$ cat src/rtl/wbank_pkg.sv
package wbank_pkg;
  localparam logic [3:0] OP_RD_WCR = 4'h0;
  localparam logic [3:0] OP_WR_WCR = 4'h1;
  localparam logic [3:0] OP_RD_DR  = 4'h2;
  localparam logic [3:0] OP_WR_DR  = 4'h3;
  localparam logic [3:0] OP_DR2W   = 4'h4;
  localparam logic [3:0] OP_W2DR   = 4'h5;
  localparam logic [3:0] OP_GDR2W  = 4'h6;
  localparam logic [3:0] OP_GW2DR  = 4'h7;
  localparam logic [3:0] OP_STEP   = 4'h8;

  // per-pot action strobes produced by the controller
  typedef struct packed {
    logic wr_wcr;
    logic ld_dr;
    logic st_dr;
    logic wr_dr;
    logic step;
  } pot_ctl_t;
endpackage

$ cat src/rtl/wbank_ctrl.sv
module wbank_ctrl
  import wbank_pkg::*;
#(
  parameter int NV_WRITE_CYCLES = 12,
  parameter int NPOT            = 2,
  localparam int CNT_W          = $clog2(NV_WRITE_CYCLES + 1)
) (
  input  logic                  clk,
  input  logic                  rst_n,
  input  logic                  cmd_valid,
  input  logic [3:0]            cmd_op,
  input  logic                  cmd_pot,
  output pot_ctl_t [NPOT-1:0]   ctl,
  output logic                  boot,
  output logic                  busy,
  output logic                  err_q,
  output logic                  rd_en,
  output logic                  rd_is_wcr
);
  logic [CNT_W-1:0] nv_cnt;
  logic             boot_q;
  logic             known_op, allowed, accept, nv_start;

  assign boot      = boot_q;
  assign busy      = boot_q | (nv_cnt != '0);
  assign known_op  = cmd_op <= OP_STEP;
  assign allowed   = !boot_q && ((nv_cnt == '0) || (cmd_op == OP_RD_WCR));
  assign accept    = cmd_valid && known_op && allowed;
  assign nv_start  = accept && (cmd_op == OP_WR_DR || cmd_op == OP_W2DR || cmd_op == OP_GW2DR);
  assign rd_en     = accept && (cmd_op == OP_RD_WCR || cmd_op == OP_RD_DR);
  assign rd_is_wcr = cmd_op == OP_RD_WCR;

  for (genvar p = 0; p < NPOT; p++) begin : g_pot_ctl
    logic sel;
    assign sel = cmd_pot == 1'(p);
    assign ctl[p].wr_wcr = accept && sel && (cmd_op == OP_WR_WCR);
    assign ctl[p].ld_dr  = accept && ((sel && cmd_op == OP_DR2W) || cmd_op == OP_GDR2W);
    assign ctl[p].st_dr  = accept && ((sel && cmd_op == OP_W2DR) || cmd_op == OP_GW2DR);
    assign ctl[p].wr_dr  = accept && sel && (cmd_op == OP_WR_DR);
    assign ctl[p].step   = accept && sel && (cmd_op == OP_STEP);
  end

  always_ff @(posedge clk or negedge rst_n) begin
    if (!rst_n) begin
      nv_cnt <= '0;
      boot_q <= 1'b1;
      err_q  <= 1'b0;
    end else begin
      boot_q <= 1'b0;
      err_q  <= cmd_valid && !accept;
      if (nv_start)            nv_cnt <= CNT_W'(NV_WRITE_CYCLES);
      else if (nv_cnt != '0)   nv_cnt <= nv_cnt - 1'b1;
    end
  end


  refuse_busy_chk: assert property (@(posedge clk) disable iff (!rst_n)
    (cmd_valid && busy && cmd_op != OP_RD_WCR) |=> err_q);

  nv_start_busy_chk: assert property (@(posedge clk) disable iff (!rst_n)
    nv_start |=> busy);

  busy_hold_chk: assert property (@(posedge clk) disable iff (!rst_n)
    (!boot_q && nv_cnt > 1) |=> busy);
endmodule

$ cat src/rtl/wbank_pot.sv
module wbank_pot
  import wbank_pkg::*;
#(
  parameter int WIPER_W            = 6,
  parameter int DATA_W             = 8,
  parameter int NREG               = 4,
  parameter logic [DATA_W-1:0] DR_INIT = 8'hA5,
  localparam int IDX_W             = $clog2(NREG)
) (
  input  logic                          clk,
  input  logic                          por_n,
  input  logic                          rst_n,
  input  logic                          boot,
  input  pot_ctl_t                      ctl,
  input  logic [IDX_W-1:0]              idx,
  input  logic [DATA_W-1:0]             wdata,
  input  logic                          up,
  output logic [WIPER_W-1:0]            wcr,
  output logic [NREG-1:0][DATA_W-1:0]   dr
);
  localparam logic [WIPER_W-1:0] W_MAX = '1;

  function automatic logic [WIPER_W-1:0] step_wiper(input logic [WIPER_W-1:0] w, input logic dir_up);
    if (dir_up) return (w == W_MAX) ? w : w + 1'b1;
    else        return (w == '0)    ? w : w - 1'b1;
  endfunction

  always_ff @(posedge clk or negedge rst_n) begin
    if (!rst_n)          wcr <= '0;
    else if (boot)       wcr <= dr[0][WIPER_W-1:0];
    else if (ctl.wr_wcr) wcr <= wdata[WIPER_W-1:0];
    else if (ctl.ld_dr)  wcr <= dr[idx][WIPER_W-1:0];
    else if (ctl.step)   wcr <= step_wiper(wcr, up);
  end

  for (genvar i = 0; i < NREG; i++) begin : g_reg
    always_ff @(posedge clk or negedge por_n) begin
      if (!por_n)                                dr[i] <= DR_INIT;
      else if (ctl.wr_dr && idx == IDX_W'(i))    dr[i] <= wdata;
      else if (ctl.st_dr && idx == IDX_W'(i))    dr[i] <= DATA_W'(wcr);
    end
  end


  sat_high_chk: assert property (@(posedge clk) disable iff (!rst_n)
    (ctl.step && up && wcr == W_MAX && !boot) |=> wcr == W_MAX);

  sat_low_chk: assert property (@(posedge clk) disable iff (!rst_n)
    (ctl.step && !up && wcr == '0 && !boot) |=> wcr == '0);

  boot_load_chk: assert property (@(posedge clk) disable iff (!rst_n)
    boot |=> wcr == $past(dr[0][WIPER_W-1:0]));
endmodule

$ cat src/rtl/wbank_tapdec.sv
module wbank_tapdec #(
  parameter int WIPER_W = 6,
  localparam int TAPS   = 1 << WIPER_W
) (
  input  logic               clk,
  input  logic               rst_n,
  input  logic [WIPER_W-1:0] wcr,
  output logic [TAPS-1:0]    tap
);
  always_comb tap = TAPS'(1) << wcr;


  onehot_tap_chk: assert property (@(posedge clk) disable iff (!rst_n)
    ($countones(tap) == 1) && tap[wcr]);
endmodule

$ cat src/rtl/dual_wiper_bank.sv
module dual_wiper_bank
  import wbank_pkg::*;
#(
  parameter int WIPER_W            = 6,
  parameter int DATA_W             = 8,
  parameter int NREG               = 4,
  parameter int NV_WRITE_CYCLES    = 12,
  parameter logic [DATA_W-1:0] DR_INIT = 8'hA5,
  localparam int TAPS              = 1 << WIPER_W,
  localparam int IDX_W             = $clog2(NREG)
) (
  input  logic               clk,
  input  logic               por_n,
  input  logic               rst_n,
  input  logic               cmd_valid,
  input  logic [3:0]         cmd_op,
  input  logic               cmd_pot,
  input  logic [IDX_W-1:0]   cmd_reg,
  input  logic [DATA_W-1:0]  cmd_wdata,
  input  logic               cmd_up,
  output logic               busy,
  output logic               cmd_err,
  output logic               rd_valid,
  output logic [DATA_W-1:0]  rd_data,
  output logic [TAPS-1:0]    tap0,
  output logic [TAPS-1:0]    tap1
);
  localparam int NPOT = 2;

  logic                                   rst_c;
  pot_ctl_t [NPOT-1:0]                    ctl;
  logic                                   boot, rd_en, rd_is_wcr;
  logic [NPOT-1:0][WIPER_W-1:0]           wcr_a;
  logic [NPOT-1:0][NREG-1:0][DATA_W-1:0]  dr_a;
  logic [NPOT-1:0][TAPS-1:0]              tap_a;

  assign rst_c = por_n & rst_n;

  wbank_ctrl #(.NV_WRITE_CYCLES(NV_WRITE_CYCLES), .NPOT(NPOT)) u_ctrl (
    .clk(clk), .rst_n(rst_c), .cmd_valid(cmd_valid), .cmd_op(cmd_op),
    .cmd_pot(cmd_pot), .ctl(ctl), .boot(boot), .busy(busy),
    .err_q(cmd_err), .rd_en(rd_en), .rd_is_wcr(rd_is_wcr)
  );

  for (genvar p = 0; p < NPOT; p++) begin : g_pot
    wbank_pot #(.WIPER_W(WIPER_W), .DATA_W(DATA_W), .NREG(NREG), .DR_INIT(DR_INIT)) u_pot (
      .clk(clk), .por_n(por_n), .rst_n(rst_c), .boot(boot), .ctl(ctl[p]),
      .idx(cmd_reg), .wdata(cmd_wdata), .up(cmd_up),
      .wcr(wcr_a[p]), .dr(dr_a[p])
    );
    wbank_tapdec #(.WIPER_W(WIPER_W)) u_dec (
      .clk(clk), .rst_n(rst_c), .wcr(wcr_a[p]), .tap(tap_a[p])
    );
  end

  assign tap0 = tap_a[0];
  assign tap1 = tap_a[1];

  always_ff @(posedge clk or negedge rst_c) begin
    if (!rst_c) begin
      rd_valid <= 1'b0;
      rd_data  <= '0;
    end else begin
      rd_valid <= rd_en;
      if (rd_en) rd_data <= rd_is_wcr ? DATA_W'(wcr_a[cmd_pot]) : dr_a[cmd_pot][cmd_reg];
    end
  end


  rd_pulse_chk: assert property (@(posedge clk) disable iff (!rst_c)
    (cmd_valid && cmd_op == OP_RD_WCR && !boot) |=> rd_valid);
endmodule

$ cat config.mk
export PLATFORM = sky130hd
export DESIGN_NAME = dual_wiper_bank
export DESIGN_NICKNAME = d
export VERILOG_FILES = /design/src/rtl/wbank_pkg.sv /design/src/rtl/wbank_ctrl.sv /design/src/rtl/wbank_pot.sv /design/src/rtl/wbank_tapdec.sv /design/src/rtl/dual_wiper_bank.sv
export SDC_FILE = /design/constraint.sdc
export NUM_CORES = 1
export LEC_CHECK = 0
export CAP_MARGIN = 20
export CORE_ASPECT_RATIO = 0.75
export CORE_UTILIZATION = 46
export DETAILED_ROUTE_END_ITERATION = 8
export GPL_TIMING_DRIVEN = 0
export MAX_ROUTING_LAYER = met4
export PLACE_DENSITY = 0.79
export SETUP_SLACK_MARGIN = 0.15
export SKIP_CTS_REPAIR_TIMING = 1
export SLEW_MARGIN = 10
export SYNTH_ARGS = -nofsm -noshare
export SYNTH_HDL_FRONTEND = slang
export SYNTH_SLANG_ARGS = --single-unit
$ cat constraint.sdc
create_clock -name clk -period 2.2 [get_ports clk]
set_input_delay 0.33 -clock clk [delete_from_list [all_inputs] [get_ports clk]]
set_output_delay 0.33 -clock clk [all_outputs]
set_load 0.01 [all_outputs]
==> flow_summary.toml, run 1 <==
[yosys]
synthXorXnorAreaFrac_pct = 1.211
ys_seq_elements = 91
synth-edff-count = 0
post_synth_inst_count = 742
dominantRegCellSynth = "sky130_fd_sc_hd__dfrtp_1"
synth.yosys.seq_area_share_pct = 35.61
mappedNetlistNets = 774
yosys.area_share.simple_pct = 25.24
asyncSetResetFlopFracSynth_pct = 100.0
muxShareOfSynthArea_pct = 17.30
largest_family_of_logic_cells_by_synthesized_area = "simple AND/OR/NAND/NOR gates"
yosys.area_share.adder_pct = 2.845
synth-compound-area-share_pct = 12.74
synth_area_per_cell_um2 = 8.774
syn_area_um2 = 6510
synth_cell_type_count = 66
yosysWarnings = 0

[setup_path]
worstPathBufferInverterCount = 5
critPathLaunch = "u_ctrl.nv_cnt[1]$_DFFE_PN0P_"
worst-setup-path-type = "reg2reg"
timing.critical_path.to = "g_pot[0].u_pot.dr[5]$_DFFE_PN1P_"
cp.required_ns = 2.48
worst-path-max-fanout = 8
reg2reg_setup_slack_ns = -0.13
worst_r2r_startpoint = "u_ctrl.nv_cnt[1]$_DFFE_PN0P_"
crit-reg2reg-capture = "g_pot[0].u_pot.dr[5]$_DFFE_PN1P_"
worstPathCellList = "inv_2, ha_4, nor4b_4, buf_4, nand3_4, buf_6, buf_6, nor4_4, buf_12, mux2i_1, o21ai_1"
cp_common_cell = "sky130_fd_sc_hd__buf_6"
kind_of_start_point_of_the_critical_path = "flop"
critical_path.max_stage_delay_ns = 0.40
reg2reg_depth = 11
crit_arrival_ns = 2.61
worst_path_max_delay_cell = "sky130_fd_sc_hd__dfrtp_1"
critPathTopFamily = "buffers and inverters"
setup.worst_path.end_class = "flop"
worst-path-stages = 11

[cells_and_area]
post_route_cells_drive_above_1_share_pct = 40.72
antenna_cells_inserted = 0
final_core_util_pct = 75.22
area_growth_syn_to_layout_pct = 58.87
post_layout_nonfiller_instances = 1172
post-route-cell-area_um2 = 10340
finish.net_count = 1024

[floorplan]
die_height_um = 105.0
coreArea_um2 = 13750
core.rowCount = 37
fp.dieArea_um2 = 14640
chipWidth_um = 139.4
ios = 159
starting_density_of_the_core_pct = 47.35

[clock_tree]
tritoncts_clock_tree = "done"
tritoncts.num_buffers = 9
cts-root-to-sink-buffers = 2
clock_latency_ns = 0.36
cts_num_sinks = 91
htreeDepth = 3
path_clk_slew_ns = 0.07
clockRootBuffer = "sky130_fd_sc_hd__clkbuf_16"

[routing]
via_per_inst = 6.356
drt-total-wl_mm = 26.70
routed_wire_length_per_instance_um = 22.78
first_pass_iters = 5
drc = 0
final_antenna_net_count = 0
drtIter0Drc = 942
route.vias.total = 7449

[grt]
grt_antenna_before_repair = 0
globalRoute.busiestLayer = "met2"
grt_max_degree = 66
global_route.usage.met3_pct = 8.112
use_met1_pct = 41.60
overall_global_routing_resource_usage_pct = 29.38
grt_first_pass_wirelength_mm = 32.35
first_global_vias = 5923
use_met2_pct = 42.14
global_route.overflow_total = 0

[sta]
final.min_clock_period_ns = 2.331
rsz0062_at_grt = "yes"
finalHoldViolations = 0
tightest_slew_ns = 0.9426
worst_slew_margin_rel_pct = 37.16
timing.final.crit_share_pct = 106.0
finalWorstSetupSlack_ns = -0.1310
maxSlewViolCount = 0
max_clock_freq_mhz = 429.0
finalSetupViolCount = 34
finalClockSkew_ns = 0.008084

[outcome]
failed_checks = "negative setup slack"
run_status = "complete, but fails checks"

[place]
dpl_cell_area_um2 = 8245
dpl_worst_slack_ns = -1.019
io_buffers = 146
hpwl_mm = 15.12
post-place-cells = 1064
finalWeightedCongestion = 0.8913

[power_and_ir_drop]
fin_total_pwr_uw = 6690
worst_ir_drop_vdd_v = 0.0004255
pwr_density_cell_nw_per_um2 = 646.8
p_leak_uw = 0.005777

[worst_hold_path]
worst_hold_path_type = "in2async"

[job]
max_cap_violations = 0
-- placed cells by master, fill, tap and decap left out, types with 5 or more instances in the layout --
cell                              count
sky130_fd_sc_hd__nor2b_4              5
sky130_fd_sc_hd__nand2_1             68
sky130_fd_sc_hd__o21ai_2              9
sky130_fd_sc_hd__mux2_2               6
sky130_fd_sc_hd__mux4_2              22
sky130_fd_sc_hd__buf_6               41
sky130_fd_sc_hd__nand3_1              7
sky130_fd_sc_hd__nand4_1              7
sky130_fd_sc_hd__nand3b_1             5
sky130_fd_sc_hd__clkbuf_1            15
sky130_fd_sc_hd__nor3_1              22
sky130_fd_sc_hd__nor3_2               9
sky130_fd_sc_hd__ha_1                 9
sky130_fd_sc_hd__nor2_2              16
sky130_fd_sc_hd__o22ai_1              6
sky130_fd_sc_hd__a21oi_1             13
sky130_fd_sc_hd__inv_2                6
sky130_fd_sc_hd__clkdlybuf4s50_1     13
sky130_fd_sc_hd__dfstp_2             33
sky130_fd_sc_hd__a22o_1              15
sky130_fd_sc_hd__nand2_2             21
sky130_fd_sc_hd__xnor2_1              7
sky130_fd_sc_hd__buf_4               81
sky130_fd_sc_hd__buf_8                6
sky130_fd_sc_hd__nand2b_1             6
sky130_fd_sc_hd__dlymetal6s2s_1      94
sky130_fd_sc_hd__mux2i_1             48
sky130_fd_sc_hd__clkbuf_16           10
sky130_fd_sc_hd__nor2_1             106
sky130_fd_sc_hd__inv_1                6
sky130_fd_sc_hd__buf_2               31
sky130_fd_sc_hd__clkbuf_2            11
sky130_fd_sc_hd__dfrtp_1             54
sky130_fd_sc_hd__buf_12               6
sky130_fd_sc_hd__nand3_2              7
sky130_fd_sc_hd__o21ai_1             43
sky130_fd_sc_hd__nor2_4              13
-- per-stage QoR --
stage          hold slack, ns  setup TNS, ns
5_1_grt                0.1332         -6.507
3_3_place_gp           0.4500        -184.92
6_report              0.06964         -1.569
3_5_place_dp           0.4594         -66.07
2_1_floorplan         0.03441              0
4_1_cts                0.1019         -87.84
-- registers in the layout, summed over array words and instances, names as in the netlist --
| register | cells |
|---|---|
| u_ctrl.err_q | 1 |
| u_ctrl.nv_cnt | 4 |
| rd_data | 8 |
| g_pot.u_pot.dr | 64 |
| g_pot.u_pot.wcr | 12 |
| rd_valid | 1 |
| u_ctrl.boot | 1 |
-- layout make-up --
class	count	area [um^2]
multi-input cells	576	4568
fillers	860	3407
repair buffers	238	2360
flip-flops and latches	91	2323
plain buffers	61	533.0
inverters	15	67.56
well taps	175	219.0
clock buffers	16	271.5
-- layer usage --
layer	wire length (um)	part of all wire, %	vias to the layer above
met5	0	0	-
met1	10110	38	3645
li1	-	-	3123
met3	2837	11	110
met2	12760	48	571
met4	988	3.7	0
-- cell families (layout without fill, tap and decap cells) --
family | Yosys count | count (layout)
fa+ha+maj | 14 | 14
buf+inv | 76 | 330
other cells | 1 | 1
compound gates | 127 | 128
flops | 91 | 91
simple gates | 340 | 340
xor+xnor | 9 | 9
mux | 84 | 84
-- cells in the mapped netlist, drive strengths merged (8+ instances only) --
library cell	instances	share of area [%]
a22o	15	2.0
nand2b	10	0.96
nor3	32	2.5
mux2i	54	8.3
mux4	22	7.6
ha	10	1.9
nor2	135	8.2
a21oi	14	1.1
dfstp	33	13
mux2	8	1.4
nand3	17	1.6
clkbuf	42	2.4
nand2	95	5.5
dfrtp	58	22
inv	15	0.86
nor4	9	1.6
o21ai	55	4.2
buf	19	1.7
-- power breakdown --
group	leakage [uW]	internal, uW	switching [uW]
clock	0.000131	832	666
sequential	0.00111	1890	186
combinational	0.00453	1400	1720
total	0.00578	4120	2570
-- worst min path at each step --
stage                                       from                                 to  slack (ns)  cells after the start
4_1_cts                                    por_n  g_pot[1].u_pot.dr[28]$_DFFE_PN0P_        0.10                      1
5_1_grt                                    por_n  g_pot[1].u_pot.dr[28]$_DFFE_PN0P_        0.13                      1
6_report                                   por_n  g_pot[1].u_pot.dr[28]$_DFFE_PN0P_        0.07                      1
3_3_place_gp   g_pot[1].u_pot.dr[29]$_DFFE_PN1P_  g_pot[1].u_pot.dr[29]$_DFFE_PN1P_        0.45                      2
2_1_floorplan                              por_n  g_pot[0].u_pot.dr[11]$_DFFE_PN0P_        0.03                      0
3_5_place_dp   g_pot[1].u_pot.dr[29]$_DFFE_PN1P_  g_pot[1].u_pot.dr[29]$_DFFE_PN1P_        0.46                      2
(Power assumes the default switching activity.)
==> run 2, diff against run 1 <==
--- a/config.mk
+++ b/config.mk
@@ -6,8 +6,10 @@
 export NUM_CORES = 1
 export LEC_CHECK = 0
 export CAP_MARGIN = 20
+export CELL_PAD_IN_SITES_DETAIL_PLACEMENT = 1
+export CELL_PAD_IN_SITES_GLOBAL_PLACEMENT = 2
 export CORE_ASPECT_RATIO = 0.75
-export CORE_UTILIZATION = 46
+export CORE_UTILIZATION = 27
 export DETAILED_ROUTE_END_ITERATION = 8
 export GPL_TIMING_DRIVEN = 0
 export MAX_ROUTING_LAYER = met4
==> flow_summary.toml, run 2 (synthesized netlist as in run 1, its figures left out) <==
[sta]
max_clock_freq_mhz = 407.2
finalWorstSetupSlack_ns = -0.2555
tightest_slew_ns = 0.8935
finalSetupViolCount = 27
final.min_clock_period_ns = 2.456
worst_slew_margin_rel_pct = 40.43
maxSlewViolCount = 0
finalClockSkew_ns = 0.009849
hold-worst-slack_ns = 0.3450
finalHoldViolations = 0
timing.final.crit_share_pct = 111.6
rsz0062_at_grt = "yes"

[cells_and_area]
area.sequential_um2 = 2322
finish.net_count = 1025
largest_reg_flops = 64
post_route_cells_drive_above_1_share_pct = 37.78
most-common-layout-cells = "sky130_fd_sc_hd__nor2_1 (111), sky130_fd_sc_hd__buf_4 (81), sky130_fd_sc_hd__dlymetal6s2s_1 (78)"
registers.top_by_ff_count = "g_pot.u_pot.dr"
multi_input_area_um2 = 4459
antenna_cells_inserted = 0
fill_cells = 2628
post_layout_nonfiller_instances = 1298
area_growth_syn_to_layout_pct = 59.91
final_common_cell = "sky130_fd_sc_hd__nor2_1"
post-route-cell-area_um2 = 10410
reg_top3 = "g_pot.u_pot.dr: 64 flops, g_pot.u_pot.wcr: 12 flops, rd_data: 8 flops"

[routing]
final_antenna_net_count = 0
drtIter0Drc = 314
routed_wire_length_per_instance_um = 21.42
first_pass_iters = 4
route.vias.total = 6803
via_per_inst = 5.241
drc = 0
drt-total-wl_mm = 27.81

[clock_tree]
tritoncts_clock_tree = "done"
htreeDepth = 3
path_clk_slew_ns = 0.07
tritoncts.num_buffers = 9
cts_num_sinks = 91
cts-root-to-sink-buffers = 2
clock_latency_ns = 0.36
clockRootBuffer = "sky130_fd_sc_hd__clkbuf_16"

[grt]
grt_first_pass_wirelength_mm = 38.87
first_global_vias = 6419
grt_antenna_before_repair = 0
overall_global_routing_resource_usage_pct = 21.20
global_route.overflow_total = 0
grt_max_degree = 57

[place]
finalWeightedCongestion = 0.8175
dpl_worst_slack_ns = -0.8291
post-place-cells = 1190
hpwl_mm = 19.01
io_buffers = 146
dpl_cell_area_um2 = 8429

[power_and_ir_drop]
fin_total_pwr_uw = 6761
pwr_density_cell_nw_per_um2 = 649.5
worst_ir_drop_vdd_v = 0.0004043
p_leak_uw = 0.005456

[floorplan]
chipWidth_um = 181.3
core.rowCount = 48
starting_density_of_the_core_pct = 27.94
ios = 159
fp.dieArea_um2 = 24740
coreArea_um2 = 23300
die_height_um = 136.5

[outcome]
failed_checks = "negative setup slack"
run_status = "complete, but fails checks"

[setup_path]
crit_arrival_ns = 2.70
worst-setup-path-type = "reg2reg"
cp.required_ns = 2.45
setup.worst_path.end_class = "flop"
worst-path-max-fanout = 8
kind_of_start_point_of_the_critical_path = "flop"

[worst_hold_path]
worst_hold_path_type = "in2async"

[job]
max_cap_violations = 0
run 2: cell count changes in the layout (fill, tap and decap cells not counted), moves of 5 or more:
cell / delta
sky130_fd_sc_hd__clkdlybuf4s50_1: +18
sky130_fd_sc_hd__nor2_1: +5
sky130_fd_sc_hd__o21ai_2: -7
sky130_fd_sc_hd__o21ai_0: +6
sky130_fd_sc_hd__dlymetal6s2s_1: -16
sky130_fd_sc_hd__clkbuf_2: +7
sky130_fd_sc_hd__mux2i_1: +5
sky130_fd_sc_hd__nand2_1: +5
sky130_fd_sc_hd__nand2_2: -7
run 2: layout make-up:
| type | instances | area share (%) |
|---|---|---|
| Buffer | 60 | 4.964 |
| Clock buffer | 12 | 2.272 |
| Clock inverter | 4 | 0.7332 |
| Inverter | 15 | 0.7572 |
| Multi-Input combinational cell | 575 | 42.84 |
| Sequential cell | 91 | 22.31 |
| Tap cell | 300 | 3.606 |
| Timing Repair Buffer | 241 | 22.52 |
run 2: through the flow:
step	TNS, ns	utilization [%]
finish	-3.989	44.67
global route	-6.818	44.67
CTS	-107.83	37.52
detailed placement	-83.00	36.17
global placement	-220.53	36.00
floorplan	0	-
run 2: final timing paths:
check                                                   from                                 to  slack, ns  depth (start not counted)
min in group clk                                cmd_wdata[6]  g_pot[0].u_pot.dr[30]$_DFFE_PN0P_       0.37                          3
max in group asynchronous                              por_n  g_pot[1].u_pot.wcr[1]$_DFFE_PN0P_       0.82                          3
min                                                    por_n   g_pot[0].u_pot.dr[3]$_DFFE_PN0P_       0.35                          2
min reg2reg                g_pot[1].u_pot.dr[24]$_DFFE_PN1P_  g_pot[1].u_pot.dr[24]$_DFFE_PN1P_       0.47                          2
max                        g_pot[0].u_pot.wcr[1]$_DFFE_PN0P_  g_pot[0].u_pot.wcr[3]$_DFFE_PN0P_      -0.26                          8
max reg2reg                g_pot[0].u_pot.wcr[1]$_DFFE_PN0P_  g_pot[0].u_pot.wcr[3]$_DFFE_PN0P_      -0.26                          8
run 2: worst max-delay path, stage by stage, from the launching register on:
cell	delay, ns
sky130_fd_sc_hd__dfrtp_1	0.42
sky130_fd_sc_hd__buf_6	0.16
sky130_fd_sc_hd__or4_4	0.54
sky130_fd_sc_hd__buf_6	0.14
sky130_fd_sc_hd__nor4_4	0.25
sky130_fd_sc_hd__a2111oi_4	0.07
sky130_fd_sc_hd__or3_4	0.41
sky130_fd_sc_hd__buf_6	0.15
sky130_fd_sc_hd__o22a_1	0.19
run 2: metal layers:
layer  up-vias  GRT usage, %  share of wire (%)
met5         -             -                  0
met3        35         3.831                5.0
met1      3432         30.24                 47
li1       3129             -                  -
met4         0         3.107                1.5
met2       207         31.73                 46
run 2: where the power goes:
group	leakage [uW]	switching, uW	internal (uW)	total [uW]
clock network	0.000147	717	1000	1720
logic	0.00420	1650	1340	2990
registers	0.00111	167	1890	2050
total	0.00546	2530	4230	6760
